## config.mk

```make
export PLATFORM = sky130hd
export DESIGN_NAME = ncv_cascade_sim
export DESIGN_NICKNAME = d
export VERILOG_FILES = /design/src/rtl/ncv_pkg.sv /design/src/rtl/ncv_gate_store.sv /design/src/rtl/ncv_gate_eval.sv /design/src/rtl/ncv_cascade_sim.sv
export SDC_FILE = /design/constraint.sdc
export NUM_CORES = 1
export LEC_CHECK = 0
export ABC_AREA = 1
export BUFFER_PORTS_ARGS = -buffer_cell sky130_fd_sc_hd__buf_2
export CAP_MARGIN = 20
export CORE_UTILIZATION = 30
export CTS_CLUSTER_DIAMETER = 120
export DETAILED_ROUTE_END_ITERATION = 12
export GPL_TIMING_DRIVEN = 0
export PLACE_DENSITY = 0.56
export SYNTH_ARGS = -nofsm -noshare
export SYNTH_HDL_FRONTEND = slang
export SYNTH_HIERARCHICAL = 1
export SYNTH_SLANG_ARGS = --single-unit
```

## constraint.sdc

```tcl
create_clock -name clk -period 3.2 [get_ports clk]
set_input_delay 0.64 -clock clk [delete_from_list [all_inputs] [get_ports clk]]
set_output_delay 0.64 -clock clk [all_outputs]
set_load 0.02 [all_outputs]
```

## src/rtl/ncv_pkg.sv

```systemverilog
package ncv_pkg;

    typedef enum logic [1:0] {
        OP_NOT  = 2'b00,
        OP_CNOT = 2'b01,
        OP_CV   = 2'b10,
        OP_CVDG = 2'b11
    } ncv_op_e;

    localparam logic [1:0] VAL_ZERO = 2'b00;
    localparam logic [1:0] VAL_V0   = 2'b01;
    localparam logic [1:0] VAL_ONE  = 2'b10;
    localparam logic [1:0] VAL_V1   = 2'b11;

    // The two Boolean codes have a clear low bit.
    function automatic logic is_boolean(logic [1:0] v);
        return v[0] == 1'b0;
    endfunction

    // The action a firing gate applies to its target, modulo 4.
    function automatic logic [1:0] gate_action(ncv_op_e op, logic [1:0] v);
        case (op)
            OP_NOT, OP_CNOT: return v + 2'd2;
            OP_CV:           return v + 2'd1;
            default:         return v - 2'd1;
        endcase
    endfunction

endpackage

```

## src/rtl/ncv_gate_store.sv

```systemverilog
module ncv_gate_store
    import ncv_pkg::*;
#(
    parameter int N_LINES   = 4,
    parameter int MAX_GATES = 16,
    localparam int LINE_W = (N_LINES > 1) ? $clog2(N_LINES) : 1,
    localparam int ADDR_W = (MAX_GATES > 1) ? $clog2(MAX_GATES) : 1,
    localparam int CNT_W  = $clog2(MAX_GATES + 1)
) (
    input  logic              clk,
    input  logic              rst_n,
    input  logic              clear,
    input  logic              wr_en,
    input  ncv_op_e           wr_op,
    input  logic [LINE_W-1:0] wr_ctrl,
    input  logic [LINE_W-1:0] wr_tgt,
    input  logic [ADDR_W-1:0] rd_addr,
    output ncv_op_e           rd_op,
    output logic [LINE_W-1:0] rd_ctrl,
    output logic [LINE_W-1:0] rd_tgt,
    output logic [CNT_W-1:0]  count
);

    typedef struct packed {
        ncv_op_e           op;
        logic [LINE_W-1:0] ctrl;
        logic [LINE_W-1:0] tgt;
    } gate_t;

    typedef struct packed {
        gate_t [MAX_GATES-1:0] mem;
        logic  [CNT_W-1:0]     cnt;
    } store_t;

    store_t st_d, st_q;
    logic   self_loop;
    gate_t  rd_gate;

    always_comb begin
        st_d      = st_q;
        self_loop = (wr_op != OP_NOT) && (wr_ctrl == wr_tgt);
        if (clear) begin
            st_d.cnt = '0;
        end else if (wr_en && !self_loop && (st_q.cnt < CNT_W'(MAX_GATES))) begin
            st_d.mem[st_q.cnt[ADDR_W-1:0]] = '{op: wr_op, ctrl: wr_ctrl, tgt: wr_tgt};
            st_d.cnt = st_q.cnt + 1'b1;
        end
    end

    always_ff @(posedge clk or negedge rst_n) begin
        if (!rst_n) st_q <= '0;
        else        st_q <= st_d;
    end

    assign rd_gate = st_q.mem[rd_addr];
    assign rd_op   = rd_gate.op;
    assign rd_ctrl = rd_gate.ctrl;
    assign rd_tgt  = rd_gate.tgt;
    assign count   = st_q.cnt;

    AST_NO_SELF_TARGET: assert property (@(posedge clk) disable iff (!rst_n)
        (CNT_W'(rd_addr) < count && rd_op != OP_NOT) |-> (rd_ctrl != rd_tgt));

    AST_COUNT_BOUNDED: assert property (@(posedge clk) disable iff (!rst_n)
        count <= CNT_W'(MAX_GATES));

endmodule

```

## src/rtl/ncv_gate_eval.sv

```systemverilog
module ncv_gate_eval
    import ncv_pkg::*;
#(
    parameter int N_LINES = 4,
    localparam int LINE_W = (N_LINES > 1) ? $clog2(N_LINES) : 1
) (
    input  logic [N_LINES-1:0][1:0] lines_in,
    input  ncv_op_e                 op,
    input  logic [LINE_W-1:0]       ctrl,
    input  logic [LINE_W-1:0]       tgt,
    output logic [N_LINES-1:0][1:0] lines_out,
    output logic                    ctrl_bad
);

    logic [1:0] ctrl_val;
    logic       fire;

    always_comb begin
        ctrl_val = lines_in[ctrl];
        ctrl_bad = (op != OP_NOT) && !is_boolean(ctrl_val);
        fire     = (op == OP_NOT) || (ctrl_val == VAL_ONE);
    end

    for (genvar i = 0; i < N_LINES; i++) begin : g_line
        assign lines_out[i] = (fire && tgt == LINE_W'(i)) ? gate_action(op, lines_in[i])
                                                          : lines_in[i];
    end

endmodule

```

## src/rtl/ncv_cascade_sim.sv

```systemverilog
module ncv_cascade_sim
    import ncv_pkg::*;
#(
    parameter int N_LINES   = 4,
    parameter int MAX_GATES = 16,
    localparam int LINE_W = (N_LINES > 1) ? $clog2(N_LINES) : 1,
    localparam int ADDR_W = (MAX_GATES > 1) ? $clog2(MAX_GATES) : 1,
    localparam int CNT_W  = $clog2(MAX_GATES + 1)
) (
    input  logic                 clk,
    input  logic                 rst_n,
    input  logic                 gate_load,
    input  logic [1:0]           gate_op,
    input  logic [LINE_W-1:0]    gate_ctrl,
    input  logic [LINE_W-1:0]    gate_tgt,
    input  logic                 gate_clear,
    input  logic                 in_load,
    input  logic [N_LINES-1:0]   in_bits,
    input  logic                 start,
    output logic [2*N_LINES-1:0] line_vals,
    output logic [CNT_W-1:0]     cost,
    output logic                 busy,
    output logic                 done,
    output logic                 ctrl_err
);

    typedef struct packed {
        logic                    busy;
        logic                    done;
        logic                    err;
        logic [ADDR_W-1:0]       idx;
        logic [CNT_W-1:0]        cost;
        logic [N_LINES-1:0][1:0] lines;
    } run_t;

    run_t s_d, s_q;

    ncv_op_e                 cur_op;
    logic [LINE_W-1:0]       cur_ctrl, cur_tgt;
    logic [CNT_W-1:0]        gate_count;
    logic [N_LINES-1:0][1:0] ev_lines;
    logic                    ev_bad;

    ncv_gate_store #(.N_LINES(N_LINES), .MAX_GATES(MAX_GATES)) store_i (
        .clk     (clk),
        .rst_n   (rst_n),
        .clear   (gate_clear && !s_q.busy),
        .wr_en   (gate_load && !s_q.busy),
        .wr_op   (ncv_op_e'(gate_op)),
        .wr_ctrl (gate_ctrl),
        .wr_tgt  (gate_tgt),
        .rd_addr (s_q.idx),
        .rd_op   (cur_op),
        .rd_ctrl (cur_ctrl),
        .rd_tgt  (cur_tgt),
        .count   (gate_count)
    );

    ncv_gate_eval #(.N_LINES(N_LINES)) eval_i (
        .lines_in  (s_q.lines),
        .op        (cur_op),
        .ctrl      (cur_ctrl),
        .tgt       (cur_tgt),
        .lines_out (ev_lines),
        .ctrl_bad  (ev_bad)
    );

    always_comb begin
        s_d      = s_q;
        s_d.done = 1'b0;
        if (s_q.busy) begin
            s_d.lines = ev_lines;
            s_d.err   = s_q.err | ev_bad;
            s_d.cost  = s_q.cost + 1'b1;
            if (CNT_W'(s_q.idx) == gate_count - 1'b1) begin
                s_d.busy = 1'b0;
                s_d.done = 1'b1;
            end else begin
                s_d.idx = s_q.idx + 1'b1;
            end
        end else begin
            if (in_load) begin
                for (int i = 0; i < N_LINES; i++)
                    s_d.lines[i] = in_bits[i] ? VAL_ONE : VAL_ZERO;
            end
            if (start) begin
                s_d.err  = 1'b0;
                s_d.cost = '0;
                s_d.idx  = '0;
                if (gate_count == '0) s_d.done = 1'b1;
                else                  s_d.busy = 1'b1;
            end
        end
    end

    always_ff @(posedge clk or negedge rst_n) begin
        if (!rst_n) s_q <= '0;
        else        s_q <= s_d;
    end

    assign line_vals = s_q.lines;
    assign cost      = s_q.cost;
    assign busy      = s_q.busy;
    assign done      = s_q.done;
    assign ctrl_err  = s_q.err;

    AST_COST_STEP: assert property (@(posedge clk) disable iff (!rst_n)
        busy |=> (cost == $past(cost) + 1'b1));

    AST_DONE_ENDS_RUN: assert property (@(posedge clk) disable iff (!rst_n)
        (done && gate_count != '0) |-> ($fell(busy) && cost == gate_count));

    AST_ERR_ON_BAD_CTRL: assert property (@(posedge clk) disable iff (!rst_n)
        (busy && ev_bad) |=> ctrl_err);

    AST_BAD_CTRL_HOLDS_LINES: assert property (@(posedge clk) disable iff (!rst_n)
        (busy && ev_bad) |=> $stable(line_vals));

    AST_LIST_FROZEN_IN_RUN: assert property (@(posedge clk) disable iff (!rst_n)
        busy |=> $stable(gate_count));

    AST_EMPTY_START: assert property (@(posedge clk) disable iff (!rst_n)
        (!busy && start && !in_load && gate_count == '0) |=> (done && cost == '0 && $stable(line_vals)));

endmodule

```

---- Yosys cells after proc, flatten, opt, wreduce, memory -nomap -nowiden ----
Cells that the tools add are included.
storage, ports and cells
  input port bits ......................... 16
  bits in registers ....................... 121
  logic and storage cells ................. 151
operators by class
  bitwise operators ....................... 2
  add/sub/neg operators ................... 16
  $lt $le $gt $ge ......................... 5
  reduce and logical (&&, ||, !) cells .... 29
  equal/unequal tests ..................... 13
  multiplexer cells ....................... 28
operators by type and width
  kind                                                         count
  bitwise mux 96 bit                                           1
  binary-select mux 6 bit (select 4 bit)                       1
  demux 6 bit (select 4 bit)                                   1
  2-to-1 mux 2 bit                                             10
  2-to-1 mux 20 bit                                            1
  case mux 2 bit (2 select lines)                              4
  2-to-1 mux 12 bit                                            1
  2-to-1 mux 6 bit                                             2
  AND reduction 2 bit                                          6
  logical AND 1 bit                                            11
  adder 5 x 1 -> 5 bit (second input constant)                 2
  less-than comparator 4 x 5 -> 1 bit (second input constant)  2
  2-to-1 mux 5 bit                                             2
  nonzero test 2 bit                                           5
  adder 2 x 1 -> 2 bit (second input constant)                 4
  adder 2 bit (second input constant)                          4
  == test 2 bit (second input constant)                        4
  2-to-1 mux 8 bit                                             1
  inequality test 2 x 1 -> 1 bit (second input constant)       4
  subtractor 2 x 1 -> 2 bit (second input constant)            4
  == test 4 x 5 -> 1 bit                                       1
  zero test 5 bit                                              1
  less-than comparator 5 bit (second input constant)           1
  subtractor 5 x 1 -> 5 bit (second input constant)            1
  15 further kinds                                             19

---- Logic depth before layout (Yosys ltp) ----
Gate-level depths: netlist of run 1.
  depth in word-level cells ............... 9
  depth in mapped cells ................... 18

---- Modules after synthesis ----
The synthesis of run 1 kept the hierarchy.
modules (own cells, without submodules)
  module           seq. area each (µm²)  times used  area an instance (µm²)  cells an instance
  ncv_gate_store   2527.4                1           5499.0                  718
  ncv_cascade_sim  500.5                 1           1124.8                  140
  ncv_gate_eval    0.0                   1           480.5                   94

---- Least setup slack after synthesis of run 1 ----
Ideal clock, no wire load.
  path kind ............................... register to register
  from .................................... register s_q[13] (netlist name)
  to ...................................... register s_q, in the netlist line_vals[0]
  clock period less this slack ............ 2434 ps
  stages on the path, launching flop included .. 17
  arrival ................................. 2313 ps
  data required time ...................... 3079 ps
  slack ................................... 766 ps
  buffers on the path ..................... 5
  cell sequence ........................... dfrtp_1 > clkbuf_1 > buf_2 > buf_2 > nand2_1 > o211ai_1 > nand3_1 > nand3_1 > nand2_1 > buf_6 > or2_4 > nand3_4 > buf_12 > nand3_2 > nand2_1 > nand2_1 > a22o_1
RTL lines
  element                   line                   RTL
  start: declaration        ncv_cascade_sim.sv:36  run_t s_d, s_q;
  start signal: assignment  ncv_cascade_sim.sv:97  if (!rst_n) s_q <= '0;
  start signal: assignment  ncv_cascade_sim.sv:98  else s_q <= s_d;

---- Worst setup path in the final report of run 1 ----
  from .................................... register s_q[14] (netlist name)
  to ...................................... register s_q, in the netlist line_vals[6]
on the way
  cells in the longest elaborated chain, start to end .. 9
  elaborated cells between the ends (all ways) .. 17
  classes of those cells .................. eq/ne: 5; mux: 7; reduce/logical: 5
RTL lines
  element                                          line                   RTL
  binary-select mux 6 bit (select 4 bit)           ncv_gate_store.sv:55   assign rd_gate = st_q.mem[rd_addr];
  2-to-1 mux 6 bit (implied by the code)           ncv_gate_store.sv:55
  named net cur_ctrl[0]                            ncv_cascade_sim.sv:39  logic [LINE_W-1:0] cur_ctrl, cur_tgt;
  binary-select mux 2 bit (select 2 bit)           ncv_gate_eval.sv:19    ctrl_val = lines_in[ctrl];
  2-to-1 mux 2 bit (implied by the code)           ncv_gate_eval.sv:19
  == test 2 bit                                    ncv_gate_eval.sv:21    fire = (op == OP_NOT) || (ctrl_val == VAL_ONE);
  logical OR 1 bit                                 ncv_gate_eval.sv:21
  logical AND 1 bit                                ncv_gate_eval.sv:25    assign lines_out[i] = (fire && tgt == LINE_W'(i)) ? gate_action(op, lines_in[i])
  inequality test 2 x 1 -> 1 bit (no source line)  -
  AND reduction 2 bit (no source line)             -
The timed path passes the listed nets, and every way through them passes these cells. The select of a mux whose other input is x is not followed.
A chain may end at the register's enable or synchronous reset.

==> results.py, run 1 <==
metrics = {
    "yosys": {
        "synthTopCellsByArea": "dfrtp_1, nand2_1, nand4_1, nand3_1, inv_1",
        "synth_fp_nets": 975,
        "synth-xor-area-share": 0.00986,
        "ys_ff_latch": 121,
        "synth_common_cells": "nand2_1, dfrtp_1, nand4_1, inv_1, nand3_1",
        "syn_inst": 952,
        "yosys_most_used_dff": "dfrtp_1",
        "synthSimpleGateAreaFrac": 0.361,
        "synth.most_common_cell": "nand2_1",
        "synth-compound-area-share": 0.0704,
        "syn_area_um2": 7100,
        "synth.distinct_cells": 31,
        "synth_area_leader_cell": "dfrtp_1",
        "synth_top_family_by_area": "simple AND/OR/NAND/NOR gates",
        "ys.warnings.count": 6,
        "yosys.area_share.adder": 0.0123,
        "synth_area_per_cell_um2": 7.46,
        "yosysTopAreaCellShare": 0.426,
        "synth_edf_count": 0,
        "async_flop_share": 1.00,
        "synth_seq_area_share": 0.426,
        "synth.area.mux_share": 0,
    },
    "min_path": {
        "hp-class": "input port to asynchronous set/reset pin",
    },
    "cells_and_area": {
        "final_area_um2": 8160,
        "layout.cells.non_filler": 1317,
        "area_growth_pct": 14.9,
        "fin_nets": 1019,
        "insertedDiodeCount": 0,
        "drive_above_1_share": 0.125,
    },
    "critical_path": {
        "critPathSlowestCell": "dfrtp_1",
        "crit_family": "simple AND/OR/NAND/NOR gates",
        "ff2ff_path_depth": 17,
        "critical_path_class": "flip-flop to flip-flop",
        "crit_path_start_kind": "flip-flop",
        "r2r_slack_ns": 0.24,
        "crit_start": "s_q[14]$_DFFE_PN0P_",
        "timing.critical_path.buf_inv": 4,
        "cp.arrival_ns": 3.26,
        "r2r_end": "line_vals[6]$_DFFE_PN0P_",
        "critPathCaptureType": "flip-flop",
        "reg2reg_from": "s_q[14]$_DFFE_PN0P_",
        "path_cells": "clkbuf_1, clkbuf_2, a21oi_1, o21ai_0, nand3_1, nand3_1, nand2_1, inv_2, nand2_1, nand3_1, nand2_1, nand2_4, buf_6, nand3_2, nand2_1, nand2_1, a22o_1",
        "crit_cells": 17,
        "crit_top_cell": "nand2_1",
        "cp_data_required_time_ns": 3.51,
        "cp_max_fo": 10,
        "max_stage_delay_ns": 0.43,
        "worstSetupEndpoint": "line_vals[6]$_DFFE_PN0P_",
    },
    "clock_tree": {
        "ctsHoldBuffers": 0,
        "postCtsSetupBuffers": 0,
        "cts_resized": 0,
        "clk_pin_slew_ns": 0.05,
        "clock_latency_ns": 0.43,
        "cts_sinks": 121,
        "h-tree-depth": 4,
        "cts_tree": "done",
        "cts_root_buffer": "clkbuf_16",
        "cts_inserted_buffers": 17,
        "cts_max_path_buffers": 2,
    },
    "global_routing": {
        "grt_most_used_layer": "met2",
        "grt_use_met1": 0.264,
        "grt_util_met3": 0.0439,
        "grt_pass1_wl_um": 35200,
        "antenna_found_initial": 0,
        "grt_usage": 0.193,
        "grt_pass1_vias": 6185,
        "grt_max_degree": 68,
        "gr-total-overflow": 0,
        "use_met2": 0.286,
    },
    "route": {
        "via_per_inst": 5.13,
        "wl_per_cell_um": 17.1,
        "initialDrtViolationCount": 680,
        "drtPass1Iterations": 5,
        "finalWirelength_um": 22500,
        "drc": 0,
        "detail-route-antenna-nets": 0,
        "num_vias": 6758,
    },
    "placed_design": {
        "portBuffers": 25,
        "placed_area_um2": 7650,
        "dp.cells": 1291,
        "pre_cts_ws_ns": 0.0296,
        "dp_hpwl_um": 15500,
        "gp_congestion": 0.871,
    },
    "timing": {
        "tightest_slew_ns": 0.860,
        "max_freq_mhz": 338,
        "final.period_utilization": 0.924,
        "fin_skew_ns": 0.0103,
        "hold_viol": 0,
        "slew_violations": 0,
        "setup_violations": 0,
        "rsz0062_at_grt": "no",
        "setup_ws_ns": 0.243,
        "fin_setup_tns_ns": 0,
        "relSlewSlack": 0.424,
        "fin_crit_ns": 2.96,
    },
    "pwr": {
        "leakage_nw": 4.18,
        "powerDensity_nw_per_um2": 1030,
        "vdd_drop_max_mv": 0.376,
    },
    "floorplanning": {
        "row_count": 55,
        "initial_core_util": 0.310,
        "die-area_um2": 24300,
        "die-width_um": 156,
        "ios": 32,
        "fp.dieH_um": 156,
        "core_area_um2": 22900,
    },
    "run": {
        "max_cap_violations": 0,
    },
    "status": {
        "status": "finished, final reports clean",
    },
}
area by class of cell:
cell class	count	area (µm²)
Fill cell	2417	14800
Timing Repair Buffer	26	159
Sequential cell	121	3030
Tap cell	313	392
Multi-Input combinational cell	644	3220
Clock inverter	4	22.5
Buffer	86	487
Clock buffer	23	478
Inverter	100	375
worst min-delay path by stage:
stage,end,slack [ns],cells past startpoint
3_3_place_gp,store_i/st_q[54]$_DFFE_PN0P_,0.46,2
5_1_grt,cost[3]$_DFFE_PN0P_,0.22,1
2_1_floorplan,busy$_DFF_PN0_,0.34,0
3_5_place_dp,store_i/st_q[58]$_DFFE_PN0P_,0.46,2
6_report,cost[4]$_DFFE_PN0P_,0.18,1
4_1_cts,cost[4]$_DFFE_PN0P_,0.19,1
metal layers:
layer | part of all wire | routed length (µm)
met4 | 0.033 | 735
met1 | 0.46 | 10300
met5 | 0 | 0
met3 | 0.080 | 1810
met2 | 0.43 | 9720
per-stage QoR:
| step | hold slack, ns | total power [W] | util |
|---|---|---|---|
| floorplan | 0.344 | 0.00541 | - |
| global placement | 0.457 | 0.00663 | 0.333 |
| detailed placement | 0.461 | 0.00668 | 0.334 |
| CTS | 0.187 | 0.00840 | 0.356 |
| global route | 0.216 | 0.00902 | 0.356 |
| finish | 0.177 | 0.00843 | 0.356 |
flip-flops by register name (all words and copies together), names as in the netlist:
register,count
busy,1
ctrl_err,1
s_q,4
done,1
line_vals,8
cost,5
store_i/count,5
store_i/st_q,96
placed cells by master (no fill, tap or decap), drive strengths merged, types with 2 or more instances in the layout:
master	n
o21ai	24
o211ai	30
buf	76
nand3b	2
inv	99
a21oi	19
xor2	8
clkbuf	59
nand3	78
nand2	319
a22o	6
nor3	4
ha	7
dfrtp	121
clkinv	4
nor2	24
nand4	121
logic make-up after synthesis:
| kind of cell | Yosys count |
|---|---|
| simple gates | 549 |
| compound gates | 80 |
| buf+inv | 187 |
| fa+ha+maj | 7 |
| flops | 121 |
| xor+xnor | 8 |
power by group:
part	switching, W	internal, W
combinational	0.00297	0.00150
clock	0.000660	0.00102
sequential	0.000349	0.00192
total	0.00398	0.00445
Note: power is estimated with default switching activity, not from simulation.
==> inputs of run 2 (changes only) <==
--- a/config.mk
+++ b/config.mk
@@ -8,11 +8,11 @@
 export ABC_AREA = 1
 export BUFFER_PORTS_ARGS = -buffer_cell sky130_fd_sc_hd__buf_2
 export CAP_MARGIN = 20
-export CORE_UTILIZATION = 30
+export CORE_UTILIZATION = 62
 export CTS_CLUSTER_DIAMETER = 120
 export DETAILED_ROUTE_END_ITERATION = 12
 export GPL_TIMING_DRIVEN = 0
-export PLACE_DENSITY = 0.56
+export PLACE_DENSITY = 0.91
 export SYNTH_ARGS = -nofsm -noshare
 export SYNTH_HDL_FRONTEND = slang
 export SYNTH_HIERARCHICAL = 1
==> constraint.sdc (replaced) <==
create_clock -name clk -period 3.2 [get_ports clk]
set_input_delay 0.64 -clock clk [delete_from_list [all_inputs] [get_ports clk]]
set_output_delay 0.64 -clock clk [all_outputs]
set_load 0.01 [all_outputs]
==> run 2 against run 1 <==
Compared with the run above: sequential power about the same; combinational power shrank 2%; power fell by 0.98%; maximum frequency fell by 2.8%; largest power group unchanged; highest routed layer unchanged.
==> results.py, run 2 (synthesis gave the netlist of run 1 again) <==
metrics = {
    "route": {
        "wl_per_cell_um": 18.1,
        "finalWirelength_um": 20800,
        "drtPass1Iterations": 6,
        "initialDrtViolationCount": 1045,
        "drc": 0,
        "detail-route-antenna-nets": 0,
        "num_vias": 7225,
        "via_per_inst": 6.29,
    },
    "pwr": {
        "pwr-share-comb": 0.526,
        "leakage_nw": 4.19,
        "p_switching_w": 0.00390,
        "p_int_w": 0.00444,
        "p_sw_frac": 0.468,
        "powerDensity_nw_per_um2": 1050,
        "vdd_drop_max_mv": 0.942,
        "p_seq_frac": 0.272,
        "p_clk_frac": 0.202,
    },
    "timing": {
        "relSlewSlack": 0.453,
        "slew_violations": 0,
        "hold_viol": 0,
        "whs_ns": 0.181,
        "final.period_utilization": 0.951,
        "tightest_slew_ns": 0.816,
        "max_freq_mhz": 329,
        "fin_crit_ns": 3.04,
        "setup_ws_ns": 0.157,
        "rsz0062_at_grt": "no",
        "fin_skew_ns": 0.00745,
        "fin_setup_tns_ns": 0,
        "setup_violations": 0,
    },
    "cells_and_area": {
        "fin_nets": 1019,
        "finish.utilization": 0.725,
        "layout.cells.non_filler": 1149,
        "layout_common_cells": "nand2_1, nand4_1, dfrtp_1, inv_1, nand3_1",
        "drive_above_1_share": 0.126,
        "largest_register_ff_count": 96,
        "area_growth_pct": 12.1,
        "num-fill-cells": 831,
        "final_common_cell": "nand2_1",
        "insertedDiodeCount": 0,
        "regMostFlops": "store_i/st_q",
    },
    "critical_path": {
        "critPathCaptureType": "flip-flop",
        "cp.arrival_ns": 3.35,
        "critPathSlowestCell": "clkbuf_1",
        "cp_data_required_time_ns": 3.50,
        "max_stage_delay_ns": 0.46,
        "crit_top_cell": "nand2_1",
        "critical_path_class": "flip-flop to flip-flop",
        "crit_path_start_kind": "flip-flop",
        "path_cells": "clkbuf_1, clkbuf_1, a21oi_1, o21ai_0, nand3_1, nand3_1, nand2_1, buf_6, or2_4, nand3_4, buf_12, nand3_2, nand2_1, nand2_1, a22o_1",
        "cp_max_fo": 10,
    },
    "floorplanning": {
        "core_area_um2": 11000,
        "fp.dieH_um": 109,
        "die-area_um2": 11900,
        "initial_core_util": 0.647,
        "ios": 32,
        "die-width_um": 109,
        "row_count": 38,
    },
    "clock_tree": {
        "cts_tree": "done",
        "ctsHoldBuffers": 0,
        "cts_root_buffer": "clkbuf_16",
        "cts_sinks": 121,
        "cts_max_path_buffers": 2,
        "cts_inserted_buffers": 17,
        "clock_latency_ns": 0.42,
        "clk_pin_slew_ns": 0.05,
        "h-tree-depth": 4,
    },
    "global_routing": {
        "grt_usage": 0.374,
        "grt_max_degree": 66,
        "antenna_found_initial": 0,
        "gr-total-overflow": 0,
        "grt_pass1_vias": 6698,
        "grt_pass1_wl_um": 33000,
    },
    "placed_design": {
        "gp_congestion": 1.02,
        "pre_cts_ws_ns": 0.200,
        "dp.cells": 1118,
        "dp_hpwl_um": 13800,
        "portBuffers": 25,
    },
    "run": {
        "max_cap_violations": 0,
    },
    "min_path": {
        "hp-class": "input port to asynchronous set/reset pin",
    },
    "status": {
        "status": "finished, final reports clean",
    },
}
run 2: through the flow:
| stage | power (W) | area [µm²] |
|---|---|---|
| floorplan | 0.00534 | 7100 |
| global placement | 0.00633 | 7400 |
| detailed placement | 0.00647 | 7440 |
| CTS | 0.00818 | 7960 |
| global route | 0.00884 | 7960 |
| finish | 0.00835 | 7960 |
run 2: layout make-up:
type | count | area [µm²] | area share
Buffer | 86 | 485 | 0.0610
Multi-Input combinational cell | 644 | 3220 | 0.405
Sequential cell | 121 | 3030 | 0.380
Tap cell | 140 | 175 | 0.0220
Clock inverter | 9 | 50.0 | 0.00629
Timing Repair Buffer | 26 | 159 | 0.0200
Clock buffer | 23 | 468 | 0.0588
Inverter | 100 | 375 | 0.0471
run 2: worst max-delay path: cells and delay by family (launching register included):
kind	cells	cell delay, ns
buffers and inverters	4	1.04
AND/OR/NAND/NOR	8	0.98
flip-flops	1	0.45
AO/OA/AOI/OAI	3	0.45
run 2: worst paths after layout:
check	start	to	slack, ns	cells past startpoint
worst max-delay path	s_q[14]$_DFFE_PN0P_	line_vals[0]$_DFFE_PN0P_	0.16	15
worst min-delay path	rst_n	store_i/count[3]$_DFFE_PN0P_	0.18	1
worst max register to register	s_q[14]$_DFFE_PN0P_	line_vals[0]$_DFFE_PN0P_	0.16	15
worst min register to register	store_i/st_q[81]$_DFFE_PN0P_	store_i/st_q[81]$_DFFE_PN0P_	0.47	2
max in group asynchronous	rst_n	store_i/st_q[87]$_DFFE_PN0P_	2.33	2
min in group clk	store_i/st_q[81]$_DFFE_PN0P_	store_i/st_q[81]$_DFFE_PN0P_	0.47	2
run 2: power by group through the flow:
stage | logic, W | registers [W] | clock network (W)
floorplan | 0.00316 | 0.00219 | 0
global placement | 0.00408 | 0.00225 | 0
detailed placement | 0.00420 | 0.00227 | 0
CTS | 0.00424 | 0.00225 | 0.00170
global route | 0.00475 | 0.00232 | 0.00176
finish | 0.00439 | 0.00227 | 0.00168
run 2: metal layers:
layer	global-route usage	vias up	wire [µm]
li1	-	3247	-
met1	0.464	3294	7720
met2	0.589	557	9330
met3	0.0974	127	2520
met4	0.218	0	1200
met5	0	-	0
run 2: timing repair:
action                                  CTS  global route
gates resized for setup                   0             8
endpoints found under the setup margin    0             5
setup buffers                             0             0
